==> src/rtl/dbg_line_pkg.sv <==
package dbg_line_pkg;
  typedef enum logic [1:0] {
    LS_RESET  = 2'b00,
    LS_IDLE   = 2'b01,
    LS_ACTIVE = 2'b10
  } line_st_t;

  localparam logic [2:0] ACK_OK    = 3'b001;
  localparam logic [2:0] ACK_WAIT  = 3'b010;
  localparam logic [2:0] ACK_FAULT = 3'b100;

  localparam logic [31:0] ID_CONST = 32'h2BA0_1477;
endpackage

==> src/rtl/dbg_run_ctr.sv <==
// Saturating counter of consecutive strobed samples that match a polarity.
module dbg_run_ctr #(
  parameter int SAT = 51,
  parameter int W   = $clog2(SAT + 1)
) (
  input  logic         clk,
  input  logic         rst,
  input  logic         smp_en,
  input  logic         match,
  output logic [W-1:0] cnt_o
);
  localparam logic [W-1:0] SAT_V = W'(SAT);

  always_ff @(posedge clk) begin
    if (rst) begin
      cnt_o <= '0;
    end else if (smp_en) begin
      if (!match)              cnt_o <= '0;
      else if (cnt_o != SAT_V) cnt_o <= cnt_o + 1'b1;
    end
  end

  // an opposite sample restarts the run
  assert_run_clear_R3: assert property (@(posedge clk) disable iff (rst)
    (smp_en && !match) |=> (cnt_o == '0));

  // a full count is held, never wrapped
  assert_run_sat_R12: assert property (@(posedge clk) disable iff (rst)
    (smp_en && match && cnt_o == SAT_V) |=> (cnt_o == SAT_V));
endmodule

==> src/rtl/dbg_line_fsm.sv <==
// Line condition tracker: reset / idle / active.
module dbg_line_fsm
  import dbg_line_pkg::*;
#(
  parameter int HI_LIMIT = 50,
  parameter int LO_NEED  = 2,
  parameter int HW       = $clog2(HI_LIMIT + 2),
  parameter int LW       = $clog2(LO_NEED + 1)
) (
  input  logic          clk,
  input  logic          rst,
  input  logic          smp_en,
  input  logic          line_bit,
  input  logic [HW-1:0] hi_cnt,
  input  logic [LW-1:0] lo_cnt,
  output line_st_t      state_o,
  output logic          seen_idle_o,
  output logic          reset_evt_o
);
  logic idle_evt;

  assign reset_evt_o = smp_en && line_bit  && (32'(hi_cnt) >= HI_LIMIT);
  assign idle_evt    = smp_en && !line_bit && (32'(lo_cnt) >= LO_NEED - 1);

  always_ff @(posedge clk) begin
    if (rst) begin
      state_o     <= LS_RESET;
      seen_idle_o <= 1'b0;
    end else if (reset_evt_o) begin
      state_o     <= LS_RESET;
      seen_idle_o <= 1'b0;
    end else if (smp_en) begin
      unique case (state_o)
        LS_RESET: if (idle_evt) begin
          state_o     <= LS_IDLE;
          seen_idle_o <= 1'b1;
        end
        LS_IDLE:   if (line_bit) state_o <= LS_ACTIVE;
        LS_ACTIVE: if (idle_evt) state_o <= LS_IDLE;
        default:   state_o <= LS_RESET;
      endcase
    end
  end

  // a long high run forces line reset
  assert_long_high_R2: assert property (@(posedge clk) disable iff (rst)
    reset_evt_o |=> (state_o == LS_RESET));

  // line reset is only left through a completed low run
  assert_idle_entry_R4: assert property (@(posedge clk) disable iff (rst)
    (state_o == LS_RESET && !idle_evt) |=> (state_o == LS_RESET));

  // unstrobed cycles leave the state alone
  assert_no_strobe_R6: assert property (@(posedge clk) disable iff (rst)
    !smp_en |=> $stable(state_o));
endmodule

==> src/rtl/dbg_req_gate.sv <==
// Lock tracking and acknowledge generation for decoded requests.
module dbg_req_gate
  import dbg_line_pkg::*;
#(
  parameter int          AW       = 2,
  parameter logic [31:0] ID_VALUE = ID_CONST
) (
  input  logic          clk,
  input  logic          rst,
  input  logic          relock,
  input  logic          seen_idle,
  input  logic          req_valid,
  input  logic          req_ap,
  input  logic          req_read,
  input  logic [AW-1:0] req_addr,
  output logic          ack_vld_o,
  output logic [2:0]    ack_o,
  output logic [31:0]   rdata_o
);
  logic locked;
  logic id_rd;
  logic grant;

  assign id_rd = req_valid && !req_ap && req_read && (req_addr == '0);
  assign grant = !locked || (id_rd && seen_idle);

  always_ff @(posedge clk) begin
    if (rst || relock)           locked <= 1'b1;
    else if (id_rd && seen_idle) locked <= 1'b0;
  end

  always_ff @(posedge clk) begin
    if (rst) begin
      ack_vld_o <= 1'b0;
      ack_o     <= '0;
      rdata_o   <= '0;
    end else begin
      ack_vld_o <= req_valid;
      ack_o     <= !req_valid ? 3'b000 : (grant ? ACK_OK : ACK_FAULT);
      rdata_o   <= (id_rd && grant) ? ID_VALUE : '0;
    end
  end

  // locked port refuses everything but the identification read
  assert_fault_locked_R7: assert property (@(posedge clk) disable iff (rst)
    (req_valid && locked && !id_rd) |=> (ack_vld_o && ack_o == ACK_FAULT));

  // acknowledge code is one-hot when presented
  assert_ack_onehot_R7: assert property (@(posedge clk) disable iff (rst)
    ack_vld_o |-> ($countones(ack_o) == 1));

  // returned data is only ever the identification value with OK
  assert_id_value_R9: assert property (@(posedge clk) disable iff (rst)
    (ack_vld_o && rdata_o != '0) |-> (rdata_o == ID_VALUE && ack_o == ACK_OK));

  // before idle is reached no request is granted
  assert_locked_pre_idle_R10: assert property (@(posedge clk) disable iff (rst)
    (req_valid && locked && !seen_idle) |=> (ack_o == ACK_FAULT));

  // a line reset always re-locks
  assert_relock_R11: assert property (@(posedge clk) disable iff (rst)
    relock |=> locked);
endmodule

==> src/rtl/dbg_line_guard.sv <==
module dbg_line_guard
  import dbg_line_pkg::*;
#(
  parameter int          HI_LIMIT = 50,
  parameter int          LO_NEED  = 2,
  parameter int          AW       = 2,
  parameter logic [31:0] ID_VALUE = ID_CONST
) (
  input  logic          clk,
  input  logic          rst,
  input  logic          smp_en,
  input  logic          line_bit,
  input  logic          req_valid,
  input  logic          req_ap,
  input  logic          req_read,
  input  logic [AW-1:0] req_addr,
  output logic [1:0]    state_o,
  output logic          ack_vld_o,
  output logic [2:0]    ack_o,
  output logic [31:0]   rdata_o
);
  localparam int HI_SAT = HI_LIMIT + 1;
  localparam int HW     = $clog2(HI_SAT + 1);
  localparam int LW     = $clog2(LO_NEED + 1);

  logic [HW-1:0] hi_cnt;
  logic [LW-1:0] lo_cnt;
  line_st_t      st;
  logic          seen_idle;
  logic          reset_evt;

  dbg_run_ctr #(.SAT(HI_SAT), .W(HW)) u_hi_run (
    .clk(clk), .rst(rst), .smp_en(smp_en), .match(line_bit), .cnt_o(hi_cnt)
  );

  dbg_run_ctr #(.SAT(LO_NEED), .W(LW)) u_lo_run (
    .clk(clk), .rst(rst), .smp_en(smp_en), .match(!line_bit), .cnt_o(lo_cnt)
  );

  dbg_line_fsm #(.HI_LIMIT(HI_LIMIT), .LO_NEED(LO_NEED), .HW(HW), .LW(LW)) u_fsm (
    .clk(clk), .rst(rst), .smp_en(smp_en), .line_bit(line_bit),
    .hi_cnt(hi_cnt), .lo_cnt(lo_cnt),
    .state_o(st), .seen_idle_o(seen_idle), .reset_evt_o(reset_evt)
  );

  dbg_req_gate #(.AW(AW), .ID_VALUE(ID_VALUE)) u_gate (
    .clk(clk), .rst(rst), .relock(reset_evt), .seen_idle(seen_idle),
    .req_valid(req_valid), .req_ap(req_ap), .req_read(req_read), .req_addr(req_addr),
    .ack_vld_o(ack_vld_o), .ack_o(ack_o), .rdata_o(rdata_o)
  );

  assign state_o = st;
endmodule

==> config.mk <==
export PLATFORM = sky130hd
export DESIGN_NAME = dbg_line_guard
export DESIGN_NICKNAME = d
export VERILOG_FILES = /design/src/rtl/dbg_line_pkg.sv /design/src/rtl/dbg_run_ctr.sv /design/src/rtl/dbg_line_fsm.sv /design/src/rtl/dbg_req_gate.sv /design/src/rtl/dbg_line_guard.sv
export SDC_FILE = /design/constraint.sdc
export NUM_CORES = 1
export LEC_CHECK = 0
export CAP_MARGIN = 10
export CORE_MARGIN = 2
export CORE_UTILIZATION = 55
export CTS_CLUSTER_DIAMETER = 40
export DETAILED_ROUTE_END_ITERATION = 6
export DONT_BUFFER_PORTS = 1
export PLACE_DENSITY = 0.73
export SETUP_SLACK_MARGIN = 0.1
export SLEW_MARGIN = 0
export SYNTH_ARGS = -nofsm -noshare
export SYNTH_HDL_FRONTEND = slang
export SYNTH_SLANG_ARGS = --single-unit
==> constraint.sdc <==
create_clock -name clk -period 1.25 [get_ports clk]
set_input_delay 0.1875 -clock clk [delete_from_list [all_inputs] [get_ports clk]]
set_output_delay 0.1875 -clock clk [all_outputs]
set_load 0.005 [all_outputs]
Yosys cells after proc, flatten, opt, wreduce, memory -nomap -nowiden:

Cells that the tools add are included.

* bits in registers: 48
* output and inout bits: 38

* add/subtract/negate cells: 2
* $lt $le $gt $ge: 2
* equal/unequal tests: 7
* multiplexer cells: 9
* bitwise logic cells: 1
* reduce and logical (&&, ||, !) cells: 24

Operators with widths (number)
* $mux 30: 1
* $mux 6: 2
* $logic_and 1x1->1: 9
* $mux 2: 4
* $add 6x1->6 const B: 1
* $ge 6x6->1 const B: 1
* $ne 6x6->1 const B: 1
* $reduce_and 3->1: 2
* $reduce_or 2->1: 3
* $logic_not 2->1: 2
* $ne 2x1->1 const B: 2
* $ne 2x2->1 const B: 2
* $pmux 2 s2: 1
* $reduce_and 2->1: 2
* $logic_not 1->1: 3
* $mux 3: 1
* $add 2x1->2 const B: 1
* $eq 2x1->1 const B: 1
* $eq 2x2->1 const B: 1
* $ge 2x1->1 const B: 1
* $logic_or 1x1->1: 2
* $reduce_bool 2->1: 1
* $not 1->1: 1

Longest topological paths before layout:

* depth in word-level cells: 8
* depth in mapped cells: 5
* mapped depth without buffers: 5

Cells and area by module:

A second synthesis with hierarchy kept.

* cell total of the unflattened synthesis: 120
* area, all modules: 1073.5 µm²

By module, submodules not included
* dbg_req_gate: times used 1, cells an instance 49, area each 435.4 µm², sequential area each 100.1 µm²
* dbg_run_ctr at u_hi_run: times used 1, cells an instance 40, area each 346.6 µm², sequential area each 120.1 µm²
* dbg_line_fsm: times used 1, cells an instance 19, area each 157.7 µm², sequential area each 60.1 µm²
* dbg_run_ctr at u_lo_run: times used 1, cells an instance 11, area each 130.1 µm², sequential area each 40.0 µm²
* dbg_line_guard: times used 1, cells an instance 1, area each 3.8 µm², sequential area each 0.0 µm²

Least setup slack after synthesis:

OpenSTA, ideal clock, no wires.

* path type: register to register
* start: reg u_hi_run.cnt_o[0]
* end: reg u_hi_run.cnt_o[1]
* library setup time: 0.092 ns
* arrival: 1.119 ns
* path slack: 0.039 ns
* cell stages (with the launch flop): 5
* period minus slack after synthesis: 1.211 ns
* path through: dfxtp_1 inv_1 ha_1 or3_1 o32ai_1

* cells in the longest elaborated chain, start to end: 3
* elaborated cells on any way between the ends: 6

RTL lines
* start: declaration: line dbg_run_ctr.sv:10 `output logic [W-1:0] cnt_o`
* start signal: assignment: line dbg_run_ctr.sv:19 `else if (cnt_o != SAT_V) cnt_o <= cnt_o + 1'b1;`
* $add 6x1->6 / $ne 6x6->1 (equally long branches): line dbg_run_ctr.sv:19
* $mux 6 / $ne 2x1->1 (equally long branches)
* $mux 6 / $reduce_and 2->1 (equally long branches)

Parallel ways exist; a longest one is shown, timed or not. The select of a mux whose other input is x is not followed.
A chain may end at the register's enable or synchronous reset.

Worst setup path in the final report:

* start: reg u_hi_run.cnt_o[3]
* end: reg u_hi_run.cnt_o[0]

* cells in the longest elaborated chain, start to end: 3

RTL lines (line)
* $ne 6x6->1: dbg_run_ctr.sv:19
* $ne 2x1->1 (no source line)
* $reduce_and 2->1 (no source line)

Every way passes these cells.

==> summary.md <==
| Metric | Value |
|---|---|
| CP Data Required Time | 1450 ps |
| R2R depth | 3 |
| Layout cells sized above 1 | 32.5% |
| Status | complete, no violations |
| Syn Area/Cell | 8.61 sq um |
| Starting Density | 58.8% |
| Vias after detailed routing | 717 |
| Num CTS Buffers | 3 |
| Gr ovfl total | 0 |
| Pwr Density | 885 nW/um^2 |
| Tot Pwr | 963 uW |
| GRT Util Overall | 17.7% |
| Top Ports | 47 |
| Antenna diodes | 0 |
| Crit path max fanout | 5 |
| P_leak | 0.422 nW |
| # nets final | between 100 and 150 |
| Die W | roughly 47 microns |
| Final wirelength | 1770 microns |
| CTS tree | built |
| Final instance count without filler cells | 139 |
| Final number of setup-violating endpoints | 0 |
| Clock sinks | 16 |
| Placed inst area | just under 900 sq um |
| GPL Wtd Cong | 0.759 |
| Max Cap Violations | 0 |
| Register area share after synthesis | 31.5% |
| CTS Root Cell | clkbuf_4 |
| Worst-path clk slew | ~90 ps |
| Yosys warns | 0 |
| Final Max Slew Viols | 0 |
| Hold depth | 1 |
| Antenna violations before repair | 0 |
| CTS H-tree depth | 1 |
| Setup slack at placement | -3.21 ps |
| Hold WS | 48.7 ps |
| Detail Placement HPWL | 1220 microns |
| Peak supply drop | 0.758 mV |
| Ys flop type | dfxtp_1 |
| RSZ-0062 raised after global routing | yes |
| Reg-to-reg slack, setup | around 14 ps |
| Layout area overhead | 7.02% |
| Die area | 2210 sq um |
| First-pass GRT wire length | about 2700 microns |
| DRT Pass-1 Iters | 4 |
| Hold path start | req_valid |
| Number of global-route vias before repair | 602 |
| Setup_tns | 0 ps |
| Later-pin clock latency in the skew report | roughly 290 ps |
| Critical path class | reg -> reg |
| Period utilisation layout | 98.9% |
| Die Y | 47.0 microns |
| Post-synthesis register bit count | 16 |
| Clock Path Buffers | 2 |
| Hold endpoint | u_gate.rdata_o[27]$_SDFF_PP0_ |
| DRT iter0 DRCs | 13 |
| Fin. Hold Viols | 0 |
| Post-synth EDFFs | 0 |
| Fmax achieved | 809 MHz |
| R2R Path End | u_hi_run.cnt_o[0]$_SDFFE_PP0P_ |
| Mapped cell area | 1020 sq um |
| Async S/R FF share, synth | 0% |
| Max Clock Skew | 2.68 ps |
| Netlist cell types | 33 |
| Largest net degree at the start of global routing | 15 |
| Final ANT Viol Nets | 0 |
| Worst r2r src | u_hi_run.cnt_o[3]$_SDFFE_PP0P_ |
| Layout fillers | roughly 160 |
| Vias/cell | 5.16 |
| Fin area | 1090 sq um |
| CORE AREA | 1730 sq um |
| Hold WC Path Type | in -> reg |
| Placed cells | 128 |
| Final core utilization | between 60% and 70% |
| Final setup margin | 13.6 ps |
| DRC violation count after routing | 0 |
| Startpoint Class | flip-flop |
| WL/cell | 12.7 microns |
| Num rows | 15 |
| CP endpoint kind | flip-flop |
| Arr. time, crit path | 1430 ps |
| Port bufs | 0 |
| Crit path time final | 1240 ps |
| Syn Inst Count | 118 |
[critical path, cell delays in order (launching register included)]
cell and delay, ps:
dfxtp_4 370, nand3b_1 200, o31a_2 380, o32ai_2 190
[placed cells by master, fill, tap and decap left out, types with 2 or more instances in the layout]
cell and instances:
or3_1 2, nand2_1 5, o21ai_0 5, dfxtp_1 10, inv_1 5, dlygate4sd3_1 2, clkbuf_4 3, ha_4 2
inv_2 3, dfxtp_2 3, o32ai_2 2, nor2b_1 5, ha_2 2, o21a_1 2, buf_4 5, or4_1 3
a21oi_1 6, conb_1 19, nand3_2 2, dfxtp_4 3
[state kept, by name, indices dropped and copies added, names as in the netlist]
name               count
u_gate.ack_vld_o       1
u_lo_run.cnt_o         2
u_gate.locked          1
u_gate.ack_o           2
u_gate.rdata_o         1
u_fsm.state_o          2
u_hi_run.cnt_o         6
u_fsm.seen_idle_o      1
[cell type report]
cell class,count,area (sq um),area share (%)
well taps,25,31.3,2.88
inverters,8,30.0,2.76
repair buffers,8,77.6,7.13
multi-input cells,78,577,53.0
clock buffers,4,36.3,3.34
flip-flops and latches,16,335,30.8
[kinds of logic (layout without fill, tap and decap cells)]
| family | Yosys count | count (layout) | synth area share (%) |
|---|---|---|---|
| AO/OA/AOI/OAI | 24 | 24 | 15.8 |
| adder cells (fa/ha/maj) | 4 | 4 | 4.93 |
| buffers and inverters | 42 | 20 | 27.7 |
| flip-flops | 16 | 16 | 31.5 |
| other | 1 | 19 | 0.369 |
| AND/OR/NAND/NOR | 31 | 31 | 19.7 |
[worst max-delay path by stage]
stage / endpoint / slack (ps) / cells after the start / startpoint
6_report: u_hi_run.cnt_o[0]$_SDFFE_PP0P_ / 10 / 3 / u_hi_run.cnt_o[3]$_SDFFE_PP0P_
5_1_grt: u_hi_run.cnt_o[0]$_SDFFE_PP0P_ / -40 / 3 / u_hi_run.cnt_o[3]$_SDFFE_PP0P_
4_1_cts: u_hi_run.cnt_o[0]$_SDFFE_PP0P_ / 30 / 3 / u_hi_run.cnt_o[3]$_SDFFE_PP0P_
3_5_place_dp: u_fsm.state_o[0]$_SDFFE_PP0P_ / -3 / 5 / u_hi_run.cnt_o[0]$_SDFFE_PP0P_
3_3_place_gp: u_hi_run.cnt_o[0]$_SDFFE_PP0P_ / 40 / 3 / u_hi_run.cnt_o[3]$_SDFFE_PP0P_
2_1_floorplan: u_hi_run.cnt_o[1]$_SDFFE_PP0P_ / 110 / 4 / u_hi_run.cnt_o[0]$_SDFFE_PP0P_
[where the power goes]
| part | switching (mW) | internal [mW] | leakage, nW |
|---|---|---|---|
| sequential | 0.0120 | 0.517 | 0.134 |
| clock | 0.163 | 0.177 | 0.0210 |
| combinational | 0.0511 | 0.0420 | 0.268 |
[per-layer routing]
| layer | GRT usage (%) | routed length [microns] |
|---|---|---|
| met1 | 22.9 | 740 |
| met2 | 27.4 | 855 |
| met3 | 6.92 | 148 |
| met4 | 5.00 | 26 |
| met5 | 0 | 0 |
[synthesized netlist by cell type, types with 3 or more instances]
cell type / number / share of area, %
nand2_1: 5 / 1.8
dfxtp_1: 16 / 32
buf_4: 33 / 24
nor2b_1: 6 / 3.7
a21oi_1: 7 / 3.4
o21ai_0: 6 / 3.0
inv_1: 8 / 3.0
or4_1: 3 / 2.2
ha_1: 4 / 4.9
[timing repair]
action                                  in CTS  in global routing
hold endpoints to repair                     7                  0
pin swaps                                    5                  3
buffers inserted                             4                  1
gates resized for setup                     19                  6
hold buffers                                 2                  0
endpoints found under the setup margin      11                 11
Power figures use the tool's default switching activity.
